[src/rtl/bt_pkg.sv]
package bt_pkg;
   typedef enum logic [2:0] {
      ST_IDLE,
      ST_TURN,
      ST_WAIT,
      ST_XFER,
      ST_STOP
   } bt_state_e;

   localparam logic [3:0] CMD_RD = 4'b0110;
   localparam logic [3:0] CMD_WR = 4'b0111;
endpackage

[src/rtl/bt_decode.sv]
module bt_decode #(
   parameter int          DW    = 32,
   parameter int          DEPTH = 16,
   parameter int unsigned BASE  = 64,
   localparam int         IW    = $clog2(DEPTH)
) (
   input  logic [DW-1:0] addr,
   input  logic [3:0]    cmd,
   output logic          hit,
   output logic          is_rd,
   output logic [IW-1:0] idx
);
   import bt_pkg::*;

   localparam logic [DW-1:0] LO = DW'(BASE);
   localparam logic [DW-1:0] HI = DW'(BASE + DEPTH - 1);

   logic in_win;
   logic cmd_ok;

   assign in_win = (addr >= LO) && (addr <= HI);
   assign cmd_ok = (cmd == CMD_RD) || (cmd == CMD_WR);
   assign hit    = in_win && cmd_ok;
   assign is_rd  = (cmd == CMD_RD);
   // window base is aligned to DEPTH, so the low bits are the word index
   assign idx    = addr[IW-1:0];
endmodule

[src/rtl/bt_regfile.sv]
module bt_regfile #(
   parameter int DW    = 32,
   parameter int DEPTH = 16,
   localparam int IW   = $clog2(DEPTH)
) (
   input  logic          clk,
   input  logic          rst_n,
   input  logic          we,
   input  logic [IW-1:0] widx,
   input  logic [DW-1:0] wdata,
   input  logic [IW-1:0] ridx,
   output logic [DW-1:0] rdata
);
   logic [DW-1:0] words [DEPTH];

   for (genvar g = 0; g < DEPTH; g++) begin : g_word
      logic [DW-1:0] q;
      always_ff @(posedge clk or negedge rst_n) begin
         if (!rst_n)                        q <= '0;
         else if (we && (widx == IW'(g)))   q <= wdata;
      end
      assign words[g] = q;
   end

   assign rdata = words[ridx];
endmodule

[src/rtl/bt_ctrl.sv]
module bt_ctrl #(
   parameter int DEPTH   = 16,
   parameter int RD_WAIT = 2,
   localparam int IW     = $clog2(DEPTH),
   localparam int WW     = (RD_WAIT < 2) ? 1 : $clog2(RD_WAIT)
) (
   input  logic          clk,
   input  logic          rst_n,
   input  logic          frame_i,
   input  logic          irdy_i,
   input  logic          hit,
   input  logic          dec_rd,
   input  logic [IW-1:0] dec_idx,
   output logic          sel_o,
   output logic          trdy_o,
   output logic          stop_o,
   output logic          ad_oe_o,
   output logic          we,
   output logic [IW-1:0] idx
);
   import bt_pkg::*;

   localparam logic [IW-1:0] LAST = IW'(DEPTH - 1);

   bt_state_e state, nstate;
   logic      is_rd;
   logic      frame_q;
   logic      addr_phase;
   logic      moved;
   logic      wait_last;

   assign addr_phase = frame_i && !frame_q;
   assign moved      = (state == ST_XFER) && irdy_i;

   if (RD_WAIT == 0) begin : g_nowait
      assign wait_last = 1'b1;
   end else begin : g_wait
      logic [WW-1:0] wcnt;
      always_ff @(posedge clk or negedge rst_n) begin
         if (!rst_n)                 wcnt <= '0;
         else if (state != ST_WAIT)  wcnt <= '0;
         else                        wcnt <= wcnt + 1'b1;
      end
      assign wait_last = (wcnt == WW'(RD_WAIT - 1));
   end

   always_comb begin
      nstate = state;
      unique case (state)
         ST_IDLE: if (addr_phase && hit) nstate = dec_rd ? ST_TURN : ST_XFER;
         ST_TURN: nstate = (RD_WAIT == 0) ? ST_XFER : ST_WAIT;
         ST_WAIT: if (wait_last) nstate = ST_XFER;
         ST_XFER: begin
            if (moved) begin
               if (!frame_i)          nstate = ST_IDLE;
               else if (idx == LAST)  nstate = ST_STOP;
            end
         end
         ST_STOP: if (!frame_i) nstate = ST_IDLE;
         default: nstate = ST_IDLE;
      endcase
   end

   always_ff @(posedge clk or negedge rst_n) begin
      if (!rst_n) begin
         state   <= ST_IDLE;
         is_rd   <= 1'b0;
         idx     <= '0;
         frame_q <= 1'b0;
      end else begin
         state   <= nstate;
         frame_q <= frame_i;
         if ((state == ST_IDLE) && addr_phase && hit) begin
            is_rd <= dec_rd;
            idx   <= dec_idx;
         end else if (moved && frame_i && (idx != LAST)) begin
            idx   <= idx + 1'b1;
         end
      end
   end

   assign sel_o   = (state != ST_IDLE);
   assign trdy_o  = (state == ST_XFER);
   assign stop_o  = (state == ST_STOP);
   assign ad_oe_o = is_rd && ((state == ST_WAIT) || (state == ST_XFER));
   assign we      = moved && !is_rd;
endmodule

[src/rtl/bt_target.sv]
module bt_target #(
   parameter int          DW      = 32,
   parameter int          DEPTH   = 16,
   parameter int unsigned BASE    = 64,
   parameter int          RD_WAIT = 2
) (
   input  logic          clk,
   input  logic          rst_n,
   input  logic          frame_i,
   input  logic [3:0]    cmd_i,
   input  logic          irdy_i,
   input  logic [DW-1:0] ad_i,
   output logic [DW-1:0] ad_o,
   output logic          ad_oe_o,
   output logic          sel_o,
   output logic          trdy_o,
   output logic          stop_o
);
   localparam int IW = $clog2(DEPTH);

   if ((DEPTH < 2) || ((DEPTH & (DEPTH - 1)) != 0)) begin : g_bad_depth
      $error("DEPTH must be a power of two of at least 2");
   end
   if ((BASE % DEPTH) != 0) begin : g_bad_base
      $error("BASE must be aligned to DEPTH");
   end
   if ((DW < 8) || (DW > 32) || (DW < IW)) begin : g_bad_dw
      $error("DW must lie in 8..32");
   end
   if ((RD_WAIT < 0) || (RD_WAIT > 64)) begin : g_bad_wait
      $error("RD_WAIT must lie in 0..64");
   end

   logic          hit;
   logic          dec_rd;
   logic [IW-1:0] dec_idx;
   logic          we;
   logic [IW-1:0] idx;
   logic [DW-1:0] rdata;

   bt_decode #(.DW(DW), .DEPTH(DEPTH), .BASE(BASE)) u_dec (
      .addr  (ad_i),
      .cmd   (cmd_i),
      .hit   (hit),
      .is_rd (dec_rd),
      .idx   (dec_idx)
   );

   bt_ctrl #(.DEPTH(DEPTH), .RD_WAIT(RD_WAIT)) u_ctrl (
      .clk     (clk),
      .rst_n   (rst_n),
      .frame_i (frame_i),
      .irdy_i  (irdy_i),
      .hit     (hit),
      .dec_rd  (dec_rd),
      .dec_idx (dec_idx),
      .sel_o   (sel_o),
      .trdy_o  (trdy_o),
      .stop_o  (stop_o),
      .ad_oe_o (ad_oe_o),
      .we      (we),
      .idx     (idx)
   );

   bt_regfile #(.DW(DW), .DEPTH(DEPTH)) u_rf (
      .clk   (clk),
      .rst_n (rst_n),
      .we    (we),
      .widx  (idx),
      .wdata (ad_i),
      .ridx  (idx),
      .rdata (rdata)
   );

   assign ad_o = ad_oe_o ? rdata : '0;
endmodule

[config.mk]
export PLATFORM = sky130hd
export DESIGN_NAME = bt_target
export DESIGN_NICKNAME = d
export VERILOG_FILES = /design/src/rtl/bt_pkg.sv /design/src/rtl/bt_decode.sv /design/src/rtl/bt_regfile.sv /design/src/rtl/bt_ctrl.sv /design/src/rtl/bt_target.sv
export SDC_FILE = /design/constraint.sdc
export NUM_CORES = 1
export LEC_CHECK = 0
export BUFFER_PORTS_ARGS = -buffer_cell sky130_fd_sc_hd__clkbuf_2
export CAP_MARGIN = 20
export CELL_PAD_IN_SITES_DETAIL_PLACEMENT = 1
export CELL_PAD_IN_SITES_GLOBAL_PLACEMENT = 2
export CORE_UTILIZATION = 25
export CTS_BUF_LIST = sky130_fd_sc_hd__clkbuf_8
export CTS_CLUSTER_DIAMETER = 40
export DETAILED_ROUTE_END_ITERATION = 12
export GPL_TIMING_DRIVEN = 0
export PLACE_DENSITY = 0.58
export SLEW_MARGIN = 20
export SYNTH_ARGS = -nofsm -noshare
export SYNTH_HDL_FRONTEND = slang
export SYNTH_HIERARCHICAL = 1
export SYNTH_SLANG_ARGS = --single-unit
[constraint.sdc]
create_clock -name clk -period 2.7 [get_ports clk]
set_input_delay 0.54 -clock clk [delete_from_list [all_inputs] [get_ports clk]]
set_output_delay 0.54 -clock clk [all_outputs]
set_load 0.02 [all_outputs]
# Word level (Yosys, flattened, before mapping)
# Cells that the tools add are included.
# Widths: inputs -> output; s select.
totals:
  wordCells: 106
  reg_bits: 522
  out_inout_bits: 36
classes:
  add_sub_neg: 2
  n_reduce_logical: 36
  eq_ne: 28
  bitwise_logic: 1
  mux: 15
  magnitude_cmp: 3
op_table:
  columns: ["op", "n"]
  rows:
  - ["$bmux 32 s4", 1]
  - ["$mux 32", 3]
  - ["$eq 4x4->1 const B", 8]
  - ["$ge 32x7->1 const B", 1]
  - ["$le 32x7->1 const B", 1]
  - ["$logic_and 1x1->1", 27]
  - ["$eq 4x3->1 const B", 6]
  - ["$mux 3", 6]
  - ["$pmux 3 s5", 1]
  - ["$eq 4x2->1 const B", 2]
  - ["$mux 4", 2]
  - ["$eq 3x2->1 const B", 2]
  - ["$ne 2x1->1 const B", 3]
  - ["$ne 3x2->1 const B", 2]
  - ["$ge 5x5->1 const B", 1]
  - ["$not 4->5", 1]
  - ["$reduce_and 5->1", 1]
  - ["$add 4x1->4 const B", 1]
  - ["$eq 4x1->1 const B", 1]
  - ["$logic_not 4->1", 1]
  - ["$ne 4x4->1 const B", 1]
  - ["$eq 3x1->1 const B", 1]
  - ["$eq 3x3->1 const B", 1]
  - ["$logic_not 3->1", 1]
  - ["other kinds (8)", 10]

# Logic depth before layout (Yosys ltp)
logic_depth:
  depth_word: 6
  mapped_depth: 9
  mapped_depth_nobuf: 7

# Modules after synthesis
# The synthesis kept the hierarchy.
by_module_without_submodules:
  columns: ["module", "cells_per_inst", "seq_area_each_um2", "instances", "area_per_inst_um2"]
  rows:
  - ["bt_regfile", 1405, 12812.3, 1, 22770.6]
  - ["bt_ctrl", 55, 250.2, 1, 541.8]
  - ["bt_target", 35, 0.0, 1, 255.2]
  - ["bt_decode", 17, 0.0, 1, 112.6]

# Worst setup path after synthesis
# No wires, ideal clock.
synth_path:
  path_kind: "flip-flop to output port"
  from: "register u_ctrl.idx[0]"
  to: "output ad_o[0]"
  required_time_ns: 2.160
  arrival_time_ns: 2.084
  stages_incl_launch_ff: 7
  slack_ns: 0.076
  cell_sequence: "dfrtp_1 > buf_2 > buf_2 > mux4_2 > a22oi_1 > nand2_1 > and2_2"
synth_via:
  elab_chain_cells: 5
synth_lines:
  columns: ["element", "line_no", "rtl"]
  rows:
  - ["from (decl)", "bt_ctrl.sv:19", "output logic [IW-1:0] idx"]
  - ["from (signal assigned)", "bt_ctrl.sv:75", "idx <= dec_idx;"]
  - ["from (signal assigned)", "bt_ctrl.sv:77", "idx <= idx + 1'b1;"]
  - ["$not 4->5 (not written as such)", "bt_regfile.sv:25", "assign rdata = words[ridx];"]
  - ["$bmux 32 s4", "bt_regfile.sv:25", null]
  - ["$mux 32 (not written as such) (2 in a row)", "bt_regfile.sv:25", null]
  - ["net rdata[0]", "bt_target.sv:39", "logic [DW-1:0] rdata;"]
  - ["$mux 32", "bt_target.sv:75", "assign ad_o = ad_oe_o ? rdata : '0;"]
  - ["to (decl)", "bt_target.sv:13", "output logic [DW-1:0] ad_o,"]
# The timed path passes the listed nets, and every way through them passes these cells. The select of a mux whose other input is x is not followed.

# Worst setup path after layout
layout_path:
  from: "register u_ctrl.idx[0]"
  to: "output ad_o[16]"
# The elaborated chain is that of the path after synthesis.

==> results.txt <==
Final HPWL DP = 47.6 mm
Flop pwr share = 37.1%
Nets = 1763
switching share of power = 31.5%
run status = complete, but fails checks
predominant post-synthesis flop cell = dfrtp_1
critical path arrival = 2.85 ns
post-route cell area = 0.0295 mm^2
initial detailed-routing violation count = 735
maxcap violations = 0
Max Freq = 295 MHz
Critical-path top delay cell = mux4_2
TritonCTS Buffers = 105
initial core utilization = 25.3%
Max-slew headroom = 46.0%
Max Fanout on Critical Path = 5
Combinational Power Share = 33.1%
Avg Cell Area, Syn = 15.7 um^2
# H-tree levels = 3
crit-path cells = buf_6 > buf_8 > clkbuf_16 > mux4_2 > a22oi_2 > nand2_1 > and2_2 > clkbuf_2
critical path depth = 8
Worst Path Buf+Inv = 4
number of global-route vias before repair = 16400
clock root buffer master = clkbuf_8
internal power = 19.8 mW
Layout area overhead = 24.8%
initial antenna violation count = 4
Period minus WS final = 3.39 ns
routed length per instance = 24.5 um
violated checks = negative setup slack
asr flop ratio synth = 100%
PD cells = 976 mW/mm^2
slowest stage delay, CP = 0.50 ns
Synth Instances = 1512
Fin. Hold Viols = 0
Unique masters post-synth = 43
Cell Area, Placed = 0.0258 mm^2
antenna-violating nets left = 0
Peak supply drop = 0.000361 V
Die H = 310 um
most used cells in the layout excluding fill and tap cells = 518 x dfrtp_1, 503 x mux2_2, 153 x clkbuf_8
fin worst setup slack = -0.686 ns
TritonCTS clock tree = done
share of the yosys chip area belonging to registers = 55.2%
CP Launch Type = register
die width = 310 um
gpl congestion = 0.738
CP Class = register to primary output
EDFF count, synth = 0
Worst-path clk slew = 0.05 ns
core area = 0.0936 mm^2
Post-Place Worst Slack = -1.04 ns
IO Port Bufs = 75
CP delay by family, top = buffers and inverters
# fillers = 9775
vias = 14300
total grt overflow = 0
Die ar. = 0.0960 mm^2
worst slew pin tran = 0.803 ns
Sink Count = 522
largest net degree at the start of global routing = 93
WL final = 75.2 mm
Syn. warnings = 6
DRC = 0
Reg2Reg Depth = 7
synthesized area = 0.0237 mm^2
number of synthesized register bits = 522
Max clock buf depth = 3
leakage = 13.6 nW
Worst setup EP type = primary output
HP Class = input pin to register
FF/Latch Area = 0.0131 mm^2
unrepaired setup endpoints after global routing = true
vias per cell = 4.68
row cnt = 112
Total GRT Usage = 16.1%
Tcrit/Tclk final = 125%
Worst Path Required = 2.16 ns
total power = 28.8 mW
io pins = 76
fin. max-slew vios = 0
power share of the clock group = 29.8%
drt first pass iters = 6
Setup violations, final = 62
worst-skew pair later-pin latency = 0.72 ns
first-pass GRT wire length = 112 mm
most common cell after layout, fill and taps aside = dfrtp_1
area of the multi-input gates = 0.0104 mm^2
WHS Path Cells = 4
Max Clock Skew = 0.0242 ns
post-synth net total = 1553
Sw Pwr = 9.09 mW
layout cells sized above 1 = 61.5%
## Yosys cell counts (3+ instances only)
master / count / area (um^2)
dfrtp_1: 522 / 13100
mux2_2: 503 / 5660
mux4_2: 128 / 2880
clkbuf_1: 66 / 248
a22oi_1: 64 / 480
buf_2: 61 / 305
nand2_1: 44 / 165
and2_2: 32 / 240
nor2_1: 18 / 67.6
mux2_1: 9 / 101
nor4_1: 5 / 31.3
or3_1: 5 / 31.3
buf_1: 4 / 15.0
buf_4: 4 / 30.0
nand2b_1: 4 / 25.0
nand3_1: 4 / 20.0
nand3b_1: 4 / 30.0
clkbuf_2: 3 / 15.0
## cell type report
cell class              instances  share of cell area (%)
plain buffers                 136                    3.78
well taps                    1254                    5.31
multi-input cells             852                    35.0
diodes                          2                  0.0169
clock buffers                 144                    6.71
flip-flops and latches        522                    44.2
clock inverters                48                    1.06
repair buffers                105                    3.85
## routing by layer
layer	vias to the layer above	track usage, %	wire length (um)
met5	-	0	40
met3	118	3.38	3600
met4	6	5.57	1870
met1	7856	21.3	33400
li1	6071	-	-
met2	278	25.9	36300
## sequential cells by signal (all words and copies together) (netlist names)
register	cells
u_rf/g_word.q	512
u_ctrl/idx	4
u_ctrl/state	3
u_ctrl/frame_q	1
u_ctrl/g_wait.wcnt	1
u_ctrl/is_rd	1
## worst register-to-register path, cell delays in order (launching register included)
cell	delay, ns
dfrtp_1	0.44
and3b_4	0.37
nand2_1	0.12
nor2_4	0.20
nand3b_1	0.33
or3_1	0.61
buf_4	0.29
mux2_1	0.34
## repair_timing
item / in CTS / in global routing
hold buffers: 2 / 0
endpoints found under the hold margin: 56 / 0
buffers inserted: 10 / 4
gates cloned: 4 / 6
setup endpoints to repair: 483 / 281
resized for setup: 227 / 124
pin swaps: 14 / 39
## cells by family (layout without fill, tap and decap cells)
kind of cell | after synthesis | after routing | share of synthesized area [%]
AO/OA/AOI/OAI | 74 | 74 | 2.32
flip-flops | 522 | 522 | 55.2
buffers and inverters | 138 | 433 | 2.59
other | 0 | 2 | 0
multiplexers | 642 | 642 | 36.6
adder cells (fa/ha/maj) | 1 | 1 | 0.0528
AND/OR/NAND/NOR | 135 | 135 | 3.27
## through the flow
stage | hold slack, ns | util (%) | std cells | setup TNS, ns
after floorplan | 0.244 | - | 1512 | 0
after global placement | 0.421 | 27.4 | 2841 | -5821.64
after detailed placement | 0.430 | 27.6 | 2847 | -130.92
after CTS | 0.0607 | 31.1 | 3053 | -23.47
after global routing | 0.103 | 31.6 | 3062 | -27.38
final | 0.124 | 31.6 | 3063 | -21.42
## power by group through the flow
stage | clock, mW | combinational, mW | sequential [mW]
2_1_floorplan | 0 | 5.35 | 10.4
3_3_place_gp | 0 | 7.65 | 10.7
3_5_place_dp | 0 | 7.87 | 10.8
4_1_cts | 8.91 | 9.30 | 10.7
5_1_grt | 9.27 | 10.2 | 10.9
6_report | 8.58 | 9.56 | 10.7
## worst paths after layout
kind                                     from               endpoint  slack, ns
hold / removal                       cmd_i[0]           u_ctrl/is_rd       0.12
min in group asynchronous               rst_n  u_rf/g_word[10].q[23]       0.37
setup / recovery                u_ctrl/idx[0]               ad_o[16]      -0.69
setup reg to reg              u_ctrl/state[2]    u_rf/g_word[4].q[4]      -0.14
hold reg to reg            u_ctrl/g_wait.wcnt     u_ctrl/g_wait.wcnt       0.45
max in group asynchronous               rst_n   u_rf/g_word[4].q[11]       0.40
Note: power is estimated with default switching activity, not from simulation.
